### src/rtl/roi_match_pkg.sv
package roi_match_pkg;
  localparam int ROW_W  = 10;
  localparam int PCOL_W = 8;
  localparam int RCOL_W = 6;
  localparam int ADC_W  = 8;
  localparam int PIX_W  = ROW_W + PCOL_W + ADC_W;
  localparam int REG_W  = 2 * ROW_W + 2 * RCOL_W;

  typedef struct packed {
    logic wrEn;
    logic clearAll;
    logic forceMatch;
  } ctrlStrobes_t;

  typedef struct packed {
    logic [ROW_W-1:0]  rowLo;
    logic [RCOL_W-1:0] colLo;
    logic [ROW_W-1:0]  rowHi;
    logic [RCOL_W-1:0] colHi;
  } regionBounds_t;
endpackage

### src/rtl/roi_match_ctrl.sv
module roi_match_ctrl
  import roi_match_pkg::*;
#(
  parameter int NUM_REGIONS = 31,
  parameter int CNT_W = $clog2(NUM_REGIONS + 1)
) (
  input  logic             clk,
  input  logic             rst,
  input  logic             clearTable,
  input  logic             regionWrite,
  input  logic             passAll,
  output ctrlStrobes_t     strobes,
  output logic [CNT_W-1:0] slotIdx,
  output logic             overflowErr
);
  localparam logic [CNT_W-1:0] FULL_COUNT = CNT_W'(NUM_REGIONS);

  logic [CNT_W-1:0] regionCount;
  logic             tableFull;

  assign tableFull = (regionCount == FULL_COUNT);

  always_ff @(posedge clk) begin
    if (rst || clearTable) begin
      regionCount <= '0;
      overflowErr <= 1'b0;
    end else if (regionWrite) begin
      if (tableFull) overflowErr <= 1'b1;
      else           regionCount <= regionCount + 1'b1;
    end
  end

  always_comb begin
    strobes.wrEn       = regionWrite && !clearTable && !tableFull;
    strobes.clearAll   = clearTable;
    strobes.forceMatch = passAll || overflowErr;
  end

  assign slotIdx = regionCount;

  // count never passes the table size
  p_count_bound_r6: assert property (@(posedge clk) disable iff (rst)
    regionCount <= FULL_COUNT);

  // a write to a full table raises the error
  p_overflow_set_r6: assert property (@(posedge clk) disable iff (rst)
    (regionWrite && tableFull && !clearTable) |=> overflowErr);

  // error is sticky until clear
  p_overflow_sticky_r6: assert property (@(posedge clk) disable iff (rst)
    (overflowErr && !clearTable) |=> overflowErr);

  // clear empties count and drops error
  p_clear_empties_r8: assert property (@(posedge clk) disable iff (rst)
    clearTable |=> (regionCount == '0 && !overflowErr));
endmodule

### src/rtl/roi_match_dp.sv
module roi_match_dp
  import roi_match_pkg::*;
#(
  parameter int NUM_REGIONS = 31,
  parameter int CNT_W = $clog2(NUM_REGIONS + 1)
) (
  input  logic             clk,
  input  logic             rst,
  input  ctrlStrobes_t     strobes,
  input  logic [CNT_W-1:0] slotIdx,
  input  logic [REG_W-1:0] regionWord,
  input  logic             pixelWrite,
  input  logic [PIX_W-1:0] pixelWord,
  output logic             inRegion,
  output logic             pixelValid
);
  regionBounds_t    bounds   [NUM_REGIONS];
  logic [NUM_REGIONS-1:0] slotUsed;
  logic [NUM_REGIONS-1:0] slotHit;
  logic [ROW_W-1:0]  pixRow;
  logic [PCOL_W-1:0] pixCol;
  logic              unusedAdc;
  logic              anyHit;

  assign pixRow    = pixelWord[PIX_W-1 -: ROW_W];
  assign pixCol    = pixelWord[ADC_W +: PCOL_W];
  assign unusedAdc = ^pixelWord[ADC_W-1:0];

  for (genvar i = 0; i < NUM_REGIONS; i++) begin : g_slot
    logic [PCOL_W-1:0] colLoExt;
    logic [PCOL_W-1:0] colHiExt;

    always_ff @(posedge clk) begin
      if (rst || strobes.clearAll) begin
        slotUsed[i] <= 1'b0;
      end else if (strobes.wrEn && slotIdx == CNT_W'(i)) begin
        slotUsed[i] <= 1'b1;
        bounds[i]   <= regionBounds_t'(regionWord);
      end
    end

    assign colLoExt = PCOL_W'(bounds[i].colLo);
    assign colHiExt = PCOL_W'(bounds[i].colHi);
    assign slotHit[i] = slotUsed[i]
                     && (pixRow >= bounds[i].rowLo) && (pixRow <= bounds[i].rowHi)
                     && (pixCol >= colLoExt)        && (pixCol <= colHiExt);
  end

  assign anyHit = |slotHit;

  always_ff @(posedge clk) begin
    if (rst) begin
      inRegion   <= 1'b0;
      pixelValid <= 1'b0;
    end else begin
      pixelValid <= pixelWrite;
      if (pixelWrite) inRegion <= strobes.forceMatch || anyHit;
    end
  end

  // forced pixels always hit
  p_force_match_r7: assert property (@(posedge clk) disable iff (rst)
    (pixelWrite && strobes.forceMatch) |=> inRegion);

  // empty table never hits
  p_empty_no_hit_r4: assert property (@(posedge clk) disable iff (rst)
    (pixelWrite && !strobes.forceMatch && slotUsed == '0) |=> !inRegion);

  // result valid one clock after strobe
  p_valid_follows_r5: assert property (@(posedge clk) disable iff (rst)
    pixelWrite |=> pixelValid);

  // no strobe keeps result and drops valid
  p_idle_hold_r5: assert property (@(posedge clk) disable iff (rst)
    !pixelWrite |=> (!pixelValid && $stable(inRegion)));
endmodule

### src/rtl/roi_matcher.sv
module roi_matcher
  import roi_match_pkg::*;
#(
  parameter int NUM_REGIONS = 31
) (
  input  logic             clk,
  input  logic             rst,
  input  logic             clearTable,
  input  logic             regionWrite,
  input  logic [REG_W-1:0] regionWord,
  input  logic             pixelWrite,
  input  logic [PIX_W-1:0] pixelWord,
  input  logic             passAll,
  output logic             inRegion,
  output logic             pixelValid,
  output logic             overflowErr
);
  localparam int CNT_W = $clog2(NUM_REGIONS + 1);

  ctrlStrobes_t     strobes;
  logic [CNT_W-1:0] slotIdx;

  roi_match_ctrl #(.NUM_REGIONS(NUM_REGIONS), .CNT_W(CNT_W)) u_ctrl (
    .clk(clk), .rst(rst), .clearTable(clearTable), .regionWrite(regionWrite),
    .passAll(passAll), .strobes(strobes), .slotIdx(slotIdx),
    .overflowErr(overflowErr)
  );

  roi_match_dp #(.NUM_REGIONS(NUM_REGIONS), .CNT_W(CNT_W)) u_dp (
    .clk(clk), .rst(rst), .strobes(strobes), .slotIdx(slotIdx),
    .regionWord(regionWord), .pixelWrite(pixelWrite), .pixelWord(pixelWord),
    .inRegion(inRegion), .pixelValid(pixelValid)
  );
endmodule

### config.mk
export PLATFORM = sky130hd
export DESIGN_NAME = roi_matcher
export DESIGN_NICKNAME = d
export VERILOG_FILES = /design/src/rtl/roi_match_pkg.sv /design/src/rtl/roi_match_ctrl.sv /design/src/rtl/roi_match_dp.sv /design/src/rtl/roi_matcher.sv
export SDC_FILE = /design/constraint.sdc
export NUM_CORES = 2
export LEC_CHECK = 0
export ABC_AREA = 1
export ABC_CLOCK_PERIOD_IN_PS = 16100
export CELL_PAD_IN_SITES_DETAIL_PLACEMENT = 0
export CELL_PAD_IN_SITES_GLOBAL_PLACEMENT = 1
export CORE_MARGIN = 2
export CORE_UTILIZATION = 45
export DETAILED_ROUTE_END_ITERATION = 6
export DONT_BUFFER_PORTS = 1
export GPL_TIMING_DRIVEN = 1
export PLACE_DENSITY_LB_ADDON = 0.25
export REMOVE_ABC_BUFFERS = 1
export SLEW_MARGIN = 20
export SYNTH_ARGS = -nofsm -noshare
export SYNTH_HDL_FRONTEND = slang
export SYNTH_SLANG_ARGS = --single-unit
export TNS_END_PERCENT = 100
### constraint.sdc
create_clock -name clk -period 16.1 [get_ports clk]
set_input_delay 0.805 -clock clk [delete_from_list [all_inputs] [get_ports clk]]
set_output_delay 0.805 -clock clk [all_outputs]
set_load 0.005 [all_outputs]
==> flow_metrics.py <==
metrics = {
    "finish": {
        "layout.nets": 6722,
        "register_area_um2": 30570,
        "area_growth_pct": 10.43,
        "fillers": 11400,
        "drive_above_1_share": 0.04281,
        "multi_input_area_um2": 22750,
    },
    "setup_path": {
        "reg2reg_from": "u_ctrl.slotIdx[0]$_SDFFE_PN0P_",
        "endpoint_kind": "flop",
        "slowest_delay_ns": 0.68,
        "r2r_slack_ns": 12.19,
        "crit_chain": "ha_1 > inv_1 > nor2_1 > ha_1 > nor2_2 > inv_1 > nor2_1 > inv_1 > nor2_1 > nand4_1 > nor2_4 > buf_4",
        "ff2ff_path_depth": 12,
        "critical_path_required_ns": 16.47,
        "path_class": "flop to flop",
        "critPathArrivalTime_ns": 4.28,
        "cp_slowest_cell": "nor2_1",
        "critical_path_peak_fanout": 20,
        "start_kind": "flop",
        "rr_endpoint": "u_dp.bounds[28][9]$_DFFE_PP_",
    },
    "detailed_routing": {
        "drc_errors": 0,
        "drt_wl_total_um": 150600,
        "vias": 37670,
        "ant_nets": 0,
        "drt_iter0_drc": 2275,
        "vias_per_cell": 5.084,
        "drt_first_pass_iters": 6,
        "wl_per_cell_um": 20.32,
    },
    "timing": {
        "fin_crit_ns": 3.906,
        "post-route-period-util": 0.2426,
        "slew_headroom": 0.2533,
        "slew_violations": 0,
        "fin_tns_setup_ns": 0,
        "clock_skew_ns": 0.03522,
        "finalHoldViolCount": 0,
        "worst_slew_pin_slew_ns": 1.117,
        "setup_slack_ns": 12.19,
        "rsz0062_at_grt": "false",
        "fmax_mhz": 256.0,
        "setup_viol": 0,
    },
    "power": {
        "p_per_area_nw_per_um2": 89.53,
        "switching_power_mw": 1.252,
        "clockPowerShare": 0.433,
        "switching_share": 0.2184,
        "p_int_mw": 4.480,
        "p_comb_frac": 0.054,
        "leakage_nw": 29.80,
        "ir_worst_vdd_uv": 87.55,
        "p_seq_frac": 0.513,
    },
    "clocking": {
        "cts.clk_slew.worst_paths_ns": 0.06,
        "clock_latency_ns": 0.73,
        "cts_inserted_buffers": 114,
        "cts.sinks": 1031,
        "cts_resized": 0,
        "cts_buffer_depth": 3,
        "clockRootBuffer": "clkbuf_16",
        "hold_buffers": 0,
        "post_cts.repair.setup_buffers": 0,
        "cts_max_level": 3,
        "cts_tree": "done",
    },
    "synth": {
        "yosys_register_bits": 1031,
        "avgSynthCellArea_um2": 10.49,
        "synth_warnings": 0,
        "synthCells": 5527,
        "syn_area_um2": 57970,
        "seq_area_frac_synth": 0.5273,
        "synth_cell_types": 32,
    },
    "place": {
        "dp_slack_ns": 11.79,
        "dpl.hpwl_um": 86690,
        "gp_congestion": 0.7921,
        "io_buffers": 0,
    },
    "floorplanning": {
        "fp.dieH_um": 362.9,
        "io_pins": 67,
        "rows": 131,
        "initial_core_util": 0.4540,
        "die_w_um": 362.9,
        "core_um2": 127700,
        "dieArea_um2": 131700,
    },
    "worst_hold_path": {
        "holdCritStartpoint": "rst",
        "hold_path_end": "u_dp.pixelValid$_SDFF_PP0_",
        "hold_path.class": "primary input to flop",
        "whs_path_depth": 1,
    },
    "outcome": {
        "status": "finished, final reports clean",
    },
    "global_route": {
        "grt_first_pass_wirelength_um": 223200,
        "antenna_found_initial": 7,
        "grt_max_degree": 63,
        "grt-ovfl-total": 0,
        "grt_usage": 0.2311,
        "grt_pass1_vias": 35930,
    },
    "flow_run": {
        "max-cap-violations": 0,
    },
}
[sequential cells by signal, summed over array words and instances, names as in the netlist]
register and count:
u_dp.bounds 992, u_dp.slotUsed 31, u_ctrl.slotIdx 5, u_ctrl.overflowErr 1, u_dp.inRegion 1, u_dp.pixelValid 1
[layout make-up]
class | count | share of cell area
clock inverters | 47 | 0.005941
multi-input cells | 3204 | 0.3554
repair buffers | 36 | 0.005863
clock buffers | 155 | 0.04810
well taps | 1662 | 0.03248
diodes | 1 | 0.00003909
flip-flops and latches | 1031 | 0.4775
inverters | 1273 | 0.07470
[logic make-up (layout without fill, tap and decap cells)]
kind of cell | Yosys count | after routing | share of synthesized area
and+or+nand+nor | 1666 | 1666 | 0.1180
buffers and inverters | 1292 | 1511 | 0.08437
DFF | 1031 | 1031 | 0.5273
adders and majority gates | 998 | 998 | 0.2154
AOI/OAI and AO/OA | 540 | 540 | 0.05491
other | 0 | 1 | 0
[cells in the final DEF, fill, tap and decap left out, drive strengths merged]
cell type | Yosys | final
a21boi | 4 | 4
diode | 0 | 1
nand3b | 8 | 8
a21oi | 295 | 295
inv | 1273 | 1273
nand2 | 983 | 983
nor4 | 2 | 2
nor3 | 8 | 8
clkinv | 0 | 41
ha | 998 | 998
bufinv | 0 | 6
a211oi | 27 | 27
edfxtp | 992 | 992
buf | 13 | 36
nand4 | 124 | 124
o21bai | 45 | 45
and2 | 1 | 1
a21o | 40 | 40
nand3 | 171 | 171
o22ai | 4 | 4
dfxtp | 39 | 39
o21a | 21 | 21
o21ai | 87 | 87
clkbuf | 6 | 155
nor2 | 369 | 369
o211ai | 17 | 17
[metal layers]
layer | global-route usage | routed length [µm] | vias to the layer above
met5 | 0 | 0 | -
met4 | 0.06053 | 3115 | 0
met3 | 0.02505 | 6231 | 169
met2 | 0.4102 | 74260 | 638
met1 | 0.2998 | 66970 | 18120
li1 | - | - | 18740
[power groups by stage]
stage / clock (mW) / combinational [mW] / sequential (mW)
2_1_floorplan: 0 / 0.221 / 3.00
3_3_place_gp: 0 / 0.299 / 3.00
3_5_place_dp: 0 / 0.309 / 3.00
4_1_cts: 2.53 / 0.312 / 2.94
5_1_grt: 2.63 / 0.364 / 2.94
6_report: 2.48 / 0.308 / 2.94
[synth_stat cells, drive strengths merged]
cell,n,area (µm²)
nand4,124,775.7
a21boi,4,30.03
and2,1,6.260
o22ai,4,25.02
a21o,40,300.3
nand3b,8,60.06
buf,13,90.08
a211oi,27,292.8
nor4,2,18.77
nand2,983,3692
edfxtp,992,29790
nor2,369,1388
dfxtp,39,780.8
ha,998,12490
o21a,21,157.7
clkbuf,6,22.52
o211ai,17,127.6
a21oi,295,1476
o21bai,45,337.8
inv,1273,4778
o21ai,87,435.4
nor3,8,45.04
nand3,171,855.8
[worst max-delay path by stage]
stage | cells after the start | from | end
2_1_floorplan | 3 | clearTable | u_dp.bounds[18][0]$_DFFE_PP_
3_3_place_gp | 19 | pixelWord[16] | u_dp.inRegion$_SDFFE_PP0P_
3_5_place_dp | 19 | pixelWord[16] | u_dp.inRegion$_SDFFE_PP0P_
4_1_cts | 12 | u_ctrl.slotIdx[0]$_SDFFE_PN0P_ | u_dp.bounds[0][2]$_DFFE_PP_
5_1_grt | 12 | u_ctrl.slotIdx[0]$_SDFFE_PN0P_ | u_dp.bounds[0][1]$_DFFE_PP_
6_report | 12 | u_ctrl.slotIdx[0]$_SDFFE_PN0P_ | u_dp.bounds[28][9]$_DFFE_PP_
[metrics by stage]
stage               utilization  hold WS [ns]  std cells  total power [mW]  instance area (µm²)
floorplan                     -        0.4286       5508             3.220                57860
global placement         0.4731        0.4414       7200             3.297                60410
detailed placement       0.4731        0.4497       7200             3.307                60410
CTS                      0.5002       0.09003       7402             5.786                63870
global route             0.5014        0.1323       7408             5.933                64020
finish                   0.5014        0.1492       7409             5.732                64020
[worst max-delay path, delay by kind of cell (launching register included)]
kind,cells,cell delay (ns)
simple gates,6,1.96
flops,1,0.34
buf+inv,4,0.74
fa+ha+maj,2,0.48
(Power assumes the default switching activity.)
